### config.mk
export PLATFORM = sky130hd
export DESIGN_NAME = dual_clock_counter
export DESIGN_NICKNAME = d
export VERILOG_FILES = /design/src/rtl/dcc_pkg.sv /design/src/rtl/dcc_edge_sync.sv /design/src/rtl/dcc_step_decode.sv /design/src/rtl/dcc_count_core.sv /design/src/rtl/dcc_term_detect.sv /design/src/rtl/dual_clock_counter.sv
export SDC_FILE = /design/constraint.sdc
export NUM_CORES = 1
export LEC_CHECK = 0
export ABC_AREA = 0
export BUFFER_PORTS_ARGS = -buffer_cell sky130_fd_sc_hd__buf_2
export CORE_UTILIZATION = 41
export DETAILED_ROUTE_END_ITERATION = 10
export PLACE_DENSITY = 0.66
export SYNTH_ARGS = -nofsm -noshare
export SYNTH_HDL_FRONTEND = slang
export SYNTH_SLANG_ARGS = --single-unit
### constraint.sdc
create_clock -name clk -period 2.6 [get_ports clk]
set_input_delay 0.26 -clock clk [delete_from_list [all_inputs] [get_ports clk]]
set_output_delay 0.26 -clock clk [all_outputs]
set_load 0.05 [all_outputs]
### src/rtl/dcc_pkg.sv
package dcc_pkg;
  typedef enum logic [1:0] {
    STEP_HOLD = 2'd0,
    STEP_UP   = 2'd1,
    STEP_DOWN = 2'd2,
    STEP_BAD  = 2'd3
  } step_e;

  localparam int DIR_UP = 0;
  localparam int DIR_DN = 1;
  localparam int N_DIRS = 2;
endpackage

### src/rtl/dcc_edge_sync.sv
module dcc_edge_sync #(
  parameter int STAGES = 2
) (
  input  logic clk,
  input  logic async_in,
  output logic level,
  output logic rise
);
  logic [STAGES-1:0] chain;
  logic              last_level;

  always_ff @(posedge clk) chain[0] <= async_in;

  generate
    for (genvar s = 1; s < STAGES; s++) begin : g_stage
      always_ff @(posedge clk) chain[s] <= chain[s-1];
    end
  endgenerate

  always_ff @(posedge clk) last_level <= chain[STAGES-1];

  assign level = chain[STAGES-1];
  assign rise  = chain[STAGES-1] & ~last_level;
endmodule

### src/rtl/dcc_step_decode.sv
module dcc_step_decode
  import dcc_pkg::*;
(
  input  logic  up_rise,
  input  logic  up_lvl,
  input  logic  dn_rise,
  input  logic  dn_lvl,
  output step_e step
);
  always_comb begin
    step = STEP_HOLD;
    if (up_rise && dn_rise) begin
      step = STEP_BAD;
    end else if (up_rise) begin
      step = dn_lvl ? STEP_UP : STEP_BAD;
    end else if (dn_rise) begin
      step = up_lvl ? STEP_DOWN : STEP_BAD;
    end
  end
endmodule

### src/rtl/dcc_count_core.sv
module dcc_count_core
  import dcc_pkg::*;
#(
  parameter int WIDTH = 4
) (
  input  logic             clk,
  input  logic             clear,
  input  logic             load_n,
  input  logic [WIDTH-1:0] load_val,
  input  step_e            step,
  output logic [WIDTH-1:0] cnt_q,
  output logic             bad_q
);
  localparam logic [WIDTH-1:0] ONE = WIDTH'(1);

  logic [WIDTH-1:0] cnt_d;
  logic             bad_d;

  always_comb begin
    cnt_d = cnt_q;
    bad_d = bad_q;
    if (clear) begin
      cnt_d = '0;
      bad_d = 1'b0;
    end else if (!load_n) begin
      cnt_d = load_val;
    end else begin
      unique case (step)
        STEP_UP:   cnt_d = cnt_q + ONE;
        STEP_DOWN: cnt_d = cnt_q - ONE;
        STEP_BAD:  bad_d = 1'b1;
        default:   cnt_d = cnt_q;
      endcase
    end
  end

  always_ff @(posedge clk) begin
    cnt_q <= cnt_d;
    bad_q <= bad_d;
  end
endmodule

### src/rtl/dcc_term_detect.sv
module dcc_term_detect #(
  parameter int WIDTH = 4
) (
  input  logic [WIDTH-1:0] value,
  input  logic             up_lvl,
  input  logic             dn_lvl,
  output logic             carry_n,
  output logic             borrow_n
);
  localparam logic [WIDTH-1:0] TOP_VAL = '1;
  localparam logic [WIDTH-1:0] BOT_VAL = '0;

  assign carry_n  = ~((value == TOP_VAL) & ~up_lvl);
  assign borrow_n = ~((value == BOT_VAL) & ~dn_lvl);
endmodule

### src/rtl/dual_clock_counter.sv
module dual_clock_counter
  import dcc_pkg::*;
#(
  parameter int WIDTH       = 4,
  parameter int SYNC_STAGES = 2
) (
  input  logic             clk,
  input  logic             up_clk,
  input  logic             dn_clk,
  input  logic             clear,
  input  logic             load_n,
  input  logic [WIDTH-1:0] load_val,
  output logic [WIDTH-1:0] count,
  output logic             carry_n,
  output logic             borrow_n,
  output logic             bad_clocking
);
  logic [N_DIRS-1:0] raw_clk;
  logic [N_DIRS-1:0] lvl;
  logic [N_DIRS-1:0] rise;
  logic              up_lvl;
  logic              dn_lvl;
  logic              up_rise;
  logic              dn_rise;
  step_e             step;
  logic [WIDTH-1:0]  cnt_q;

  assign raw_clk[DIR_UP] = up_clk;
  assign raw_clk[DIR_DN] = dn_clk;

  generate
    for (genvar g = 0; g < N_DIRS; g++) begin : g_sync
      dcc_edge_sync #(.STAGES(SYNC_STAGES)) u_sync (
        .clk     (clk),
        .async_in(raw_clk[g]),
        .level   (lvl[g]),
        .rise    (rise[g])
      );
    end
  endgenerate

  assign up_lvl  = lvl[DIR_UP];
  assign dn_lvl  = lvl[DIR_DN];
  assign up_rise = rise[DIR_UP];
  assign dn_rise = rise[DIR_DN];

  dcc_step_decode u_decode (
    .up_rise(up_rise),
    .up_lvl (up_lvl),
    .dn_rise(dn_rise),
    .dn_lvl (dn_lvl),
    .step   (step)
  );

  dcc_count_core #(.WIDTH(WIDTH)) u_core (
    .clk     (clk),
    .clear   (clear),
    .load_n  (load_n),
    .load_val(load_val),
    .step    (step),
    .cnt_q   (cnt_q),
    .bad_q   (bad_clocking)
  );

  always_comb begin
    if (clear)        count = '0;
    else if (!load_n) count = load_val;
    else              count = cnt_q;
  end

  dcc_term_detect #(.WIDTH(WIDTH)) u_term (
    .value   (count),
    .up_lvl  (up_lvl),
    .dn_lvl  (dn_lvl),
    .carry_n (carry_n),
    .borrow_n(borrow_n)
  );
endmodule

==> flow_metrics.py, run 1 <==
metrics = {
    "status": {
        "status": "complete, no violations",
    },
    "synthesis": {
        "yosysSeqAreaShare": 0.400,
        "synth-main-ff-cell": "dfxtp_1",
        "yosysTopAreaCell": "dfxtp_1",
        "ys_async_sr_fraction": 0,
        "synth_area_leaders": "dfxtp_1 40%, mux2i_1 7.3%, nor2_1 6.8%",
        "synth_edf_count": 0,
        "yosysTopAreaCellShare": 0.400,
        "synthMostInstantiatedCell": "dfxtp_1",
        "synthesis.nets": 70,
        "synth_cell_type_count": 22,
        "avgSynthCellArea_um2": 9.18,
        "synth_seq_cells": 11,
        "netlist_top_cells_count": "11 x dfxtp_1, 10 x nor2_1, 5 x nand2_1",
        "netlist_area_um2": 551,
        "synth-warning-count": 0,
        "netlist_instances": 60,
    },
    "sta": {
        "fin_crit_sh": 0.770,
        "fin_skew_ns": 0.00409,
        "finalMaxSlewViolations": 0,
        "fmax_mhz": 500,
        "setup_slack_ns": 0.599,
        "hold_viol": 0,
        "period_minus_slack_ns": 2.00,
        "hold_ws_ns": 0.0814,
        "finalSetupTns_ns": 0,
        "slew_headroom": 0.821,
        "worst_slew_pin_slew_ns": 0.269,
        "setup_violations": 0,
        "rsz0062_at_grt": "no",
    },
    "cells_and_area": {
        "drive_gt1_frac": 0.260,
        "final_cells": 91,
        "nNetsFinal": 88,
        "post-route-util": 0.556,
        "n_fill_cell": 114,
        "diodes": 0,
        "syn_to_final_growth_pct": 18.2,
    },
    "placement": {
        "pre_cts_ws_ns": 0.598,
        "hpwl_um": 796,
        "place_congestion": 0.741,
        "port_buffers": 15,
        "placed_cells": 87,
    },
    "floorplan": {
        "die-area_um2": 1490,
        "row_count": 12,
        "ioPinCount": 16,
        "core_area_um2": 1170,
        "die_x_um": 38.6,
        "die_h_um": 38.6,
        "start_util": 0.470,
    },
    "clocking": {
        "clock_latency_ns": 0.27,
        "cts-root-buf": "clkbuf_4",
        "numClockSinks": 11,
        "cts-buffers-inserted": 3,
        "cts_hold_buf": 0,
        "post_cts_resized": 0,
        "post-cts-setup-buffer-count": 0,
        "clockBufferDepth": 2,
        "clk_pin_slew_ns": 0.07,
        "cts_tree": "built",
        "cts.htree.levels": 1,
    },
    "global_route": {
        "grt_overflow": 0,
        "grt_pass1_wl_um": 1630,
        "grt_pass1_vias": 374,
        "antenna_found_initial": 0,
        "grt_usage": 0.166,
        "grt_max_degree": 15,
    },
    "drt": {
        "routed_wl_um": 1050,
        "drc": 0,
        "vias": 487,
        "vias_per_cell": 5.35,
        "dr.pass1.iters": 4,
        "drtAntennaViolNets": 0,
        "drt_iter0_markers": 6,
        "wl_per_cell_um": 11.6,
    },
    "min_path": {
        "hp-class": "in -> reg",
    },
    "power_and_ir_drop": {
        "p_leak_nw": 0.271,
        "powerDensity_nw_per_um2": 597,
        "vdd_drop_max_uv": 244,
    },
    "critical_path": {
        "cp_max_fo": 7,
        "cp-end-kind": "flip-flop",
        "critPathRequiredTime_ns": 2.80,
        "critPathLaunchType": "flip-flop",
        "path_class": "reg -> reg",
        "crit_arrival_ns": 2.20,
    },
    "flow_run": {
        "drv_cap": 0,
    },
}
==> layer usage <==
metal / vias up / routed length, um / track usage
li1: 249 / - / -
met1: 225 / 538 / 0.244
met2: 10 / 444 / 0.213
met3: 3 / 47 / 0.0520
met4: 0 / 21 / 0.0776
met5: - / 0 / 0
==> state kept, by name, indices dropped and copies added (netlist names) <==
| name | cells |
|---|---|
| g_sync.u_sync.level | 2 |
| u_core.cnt_q | 4 |
| g_sync.u_sync.last_level | 2 |
| u_core.bad_q | 1 |
| g_sync.u_sync.chain | 2 |
==> critical path: stages (launching register included) <==
cell and delay, ns:
dfxtp_1 0.44, nand2_1 0.14, nor2_1 0.15, xor2_1 0.08, ha_1 0.19, or4b_1 0.49, a21oi_2 0.16, xnor2_1 0.08
a211oi_2 0.21
==> final cells by class <==
class	instances	area, um2	share of cell area
sequential	11	220	0.338
timing repair buffer	15	75.1	0.115
multi-input combinational	47	312	0.479
clock buffer	4	26.3	0.0404
tap	14	17.5	0.0269
==> cells in the final DEF, fill, tap and decap left out, types with 4 or more instances in the layout <==
master | synthesis | layout
a21oi_1 | 4 | 4
buf_2 | 0 | 15
dfxtp_1 | 11 | 11
mux2i_1 | 4 | 4
nand2_1 | 5 | 5
nor2_1 | 10 | 10
==> per-stage QoR <==
stage,total power [mW],instance area [um2]
floorplan,0.254,551
global placement,0.273,624
detailed placement,0.274,624
CTS,0.392,651
global route,0.410,651
finish,0.389,651
==> where the power goes <==
| group | switching (mW) | total [mW] | internal (mW) |
|---|---|---|---|
| clock network | 0.0587 | 0.118 | 0.0595 |
| logic | 0.0492 | 0.0781 | 0.0289 |
| registers | 0.0128 | 0.192 | 0.180 |
| total | 0.121 | 0.389 | 0.268 |
==> logic make-up (layout without fill, tap and decap cells) <==
kind of cell	Yosys count	count (layout)	share of synthesized area
adder cells (fa/ha/maj)	1	1	0.0227
multiplexers	4	4	0.0727
buffers and inverters	2	19	0.0341
AND/OR/NAND/NOR	26	26	0.257
XOR/XNOR	4	4	0.0636
AO/OA/AOI/OAI	12	12	0.150
flip-flops	11	11	0.400
==> worst paths after layout <==
path / startpoint / endpoint / slack (ns) / cells past startpoint
setup / recovery: g_sync[1].u_sync.level / u_core.cnt_q[2] / 0.60 / 8
hold / removal: up_clk / g_sync[0].u_sync.chain[0] / 0.08 / 1
setup reg to reg: g_sync[1].u_sync.level / u_core.cnt_q[2] / 0.60 / 8
hold reg to reg: g_sync[1].u_sync.chain[0] / g_sync[1].u_sync.level / 0.33 / 0
Power figures use the tool's default switching activity.
==> inputs of run 2 (changes only) <==
- clock period: 2.6 -> 1.9 ns (I/O delays scaled with it)
==> flow_metrics.py, run 2 (synthesized netlist as in run 1, its figures left out) <==
metrics = {
    "power_and_ir_drop": {
        "p_leak_nw": 0.310,
        "vdd_drop_max_uv": 385,
        "powerDensity_nw_per_um2": 759,
    },
    "cells_and_area": {
        "final_cells": 98,
        "diodes": 0,
        "final_common_cell": "buf_2",
        "stdcell_area_um2": 732,
        "drive_gt1_frac": 0.381,
        "nNetsFinal": 95,
        "syn_to_final_growth_pct": 33.0,
        "regMostFlops": "u_core.cnt_q",
        "largest_register_ffs": 4,
        "final_cell_mix": "15 x buf_2, 9 x dfxtp_1, 8 x nor2_1, 5 x nand2_1, 5 x buf_4",
    },
    "sta": {
        "fin_crit_sh": 0.951,
        "hold_ws_ns": 0.191,
        "period_minus_slack_ns": 1.81,
        "worst_slew_pin_slew_ns": 0.258,
        "slew_headroom": 0.823,
        "setup_violations": 0,
        "hold_viol": 0,
        "fin_skew_ns": 0.00613,
        "finalSetupTns_ns": 0,
        "finalMaxSlewViolations": 0,
        "rsz0062_at_grt": "no",
        "fmax_mhz": 554,
    },
    "drt": {
        "routed_wl_um": 1170,
        "vias": 516,
        "drtAntennaViolNets": 0,
        "drt_iter0_markers": 3,
        "drc": 0,
        "wl_per_cell_um": 11.9,
        "dr.pass1.iters": 4,
        "vias_per_cell": 5.27,
    },
    "global_route": {
        "grt_pass1_wl_um": 1660,
        "grt_usage": 0.170,
        "antenna_found_initial": 0,
        "grt_overflow": 0,
        "grt_pass1_vias": 394,
        "grt_max_degree": 15,
    },
    "critical_path": {
        "path_class": "reg -> out",
        "path_cells": "mux2i_1, a21oi_1, or4_1, buf_2",
        "crit_path_top_delay_cell": "or4_1",
        "crit_arrival_ns": 1.62,
        "worst-path-buf-inv": 1,
        "critPathRequiredTime_ns": 1.71,
        "cp-end-kind": "output pin",
        "slowest_delay_ns": 0.39,
        "critPathTopFamily": "simple AND/OR/NAND/NOR gates",
        "critPathLaunchType": "flip-flop",
        "cp_max_fo": 6,
        "r2r_slack_ns": 0.11,
    },
    "clocking": {
        "numClockSinks": 11,
        "cts-root-buf": "clkbuf_4",
        "cts-buffers-inserted": 3,
        "clock_latency_ns": 0.28,
        "cts.htree.levels": 1,
        "cts_tree": "built",
        "clk_pin_slew_ns": 0.08,
        "clockBufferDepth": 2,
    },
    "placement": {
        "port_buffers": 15,
        "place_congestion": 0.729,
        "placed_cells": 92,
        "placedInstanceArea_um2": 664,
        "hpwl_um": 825,
    },
    "floorplan": {
        "start_util": 0.470,
        "die_h_um": 38.6,
        "core_area_um2": 1170,
        "ioPinCount": 16,
        "die-area_um2": 1490,
        "die_x_um": 38.6,
        "row_count": 12,
    },
    "flow_run": {
        "drv_cap": 0,
    },
    "status": {
        "status": "complete, no violations",
    },
    "min_path": {
        "hp-class": "in -> reg",
    },
}
[run 2: changes by cell type in the layout (fill, tap and decap cells not counted), sizes merged]
cell and delta:
dlygate4sd3 +2, clkinv +1, buf +5, clkbuf -1
[run 2: final timing paths]
path,startpoint,endpoint,cells past startpoint
max,u_core.cnt_q[1],borrow_n,4
min,load_val[1],u_core.cnt_q[1],3
max reg2reg,g_sync[1].u_sync.last_level,u_core.cnt_q[2],8
min reg2reg,g_sync[1].u_sync.chain[0],g_sync[1].u_sync.level,0
[run 2: area by class of cell]
| cell class | instances | area [um2] |
|---|---|---|
| fillers | 109 | 439 |
| flip-flops and latches | 11 | 223 |
| repair buffers | 22 | 133 |
| multi-input cells | 47 | 332 |
| well taps | 14 | 17.5 |
| clock buffers | 3 | 22.5 |
| clock inverters | 1 | 5.00 |
[run 2: worst register-to-register path: stages, from the launching register on]
cell and delay [ns]:
dfxtp_2 0.32, nand2b_4 0.14, nor2_4 0.11, xor2_1 0.07, ha_2 0.18, or4b_1 0.48
a21oi_2 0.15, xnor2_1 0.15, a211oi_2 0.09
[run 2: routing by layer]
layer | up-vias | GRT usage | share of wire
met4 | 0 | 0.0517 | 0
li1 | 263 | - | -
met1 | 239 | 0.214 | 0.49
met5 | - | 0 | 0
met2 | 14 | 0.250 | 0.46
met3 | 0 | 0.0867 | 0.053
[run 2: timing repair]
| action | 4_1_cts | 5_1_grt |
|---|---|---|
| hold endpoints to repair | 0 | 2 |
| buffers inserted | 0 | 0 |
| setup endpoints to repair | 0 | 1 |
| gates resized for setup | 0 | 6 |
| hold buffers | 0 | 2 |
[run 2: report_power, final]
group / internal (mW) / total, mW / switching [mW]
Sequential: 0.246 / 0.260 / 0.0136
Clock: 0.0781 / 0.168 / 0.0898
Combinational: 0.0510 / 0.128 / 0.0768
[run 2: per-stage QoR]
step	util	power [mW]	setup slack [ns]
finish	0.625	0.555	0.0934
global route	0.625	0.580	0.00357
CTS	0.591	0.551	0.00576
detailed placement	0.567	0.384	0.0249
global placement	0.567	0.383	0.0951
floorplan	-	0.349	0.00353
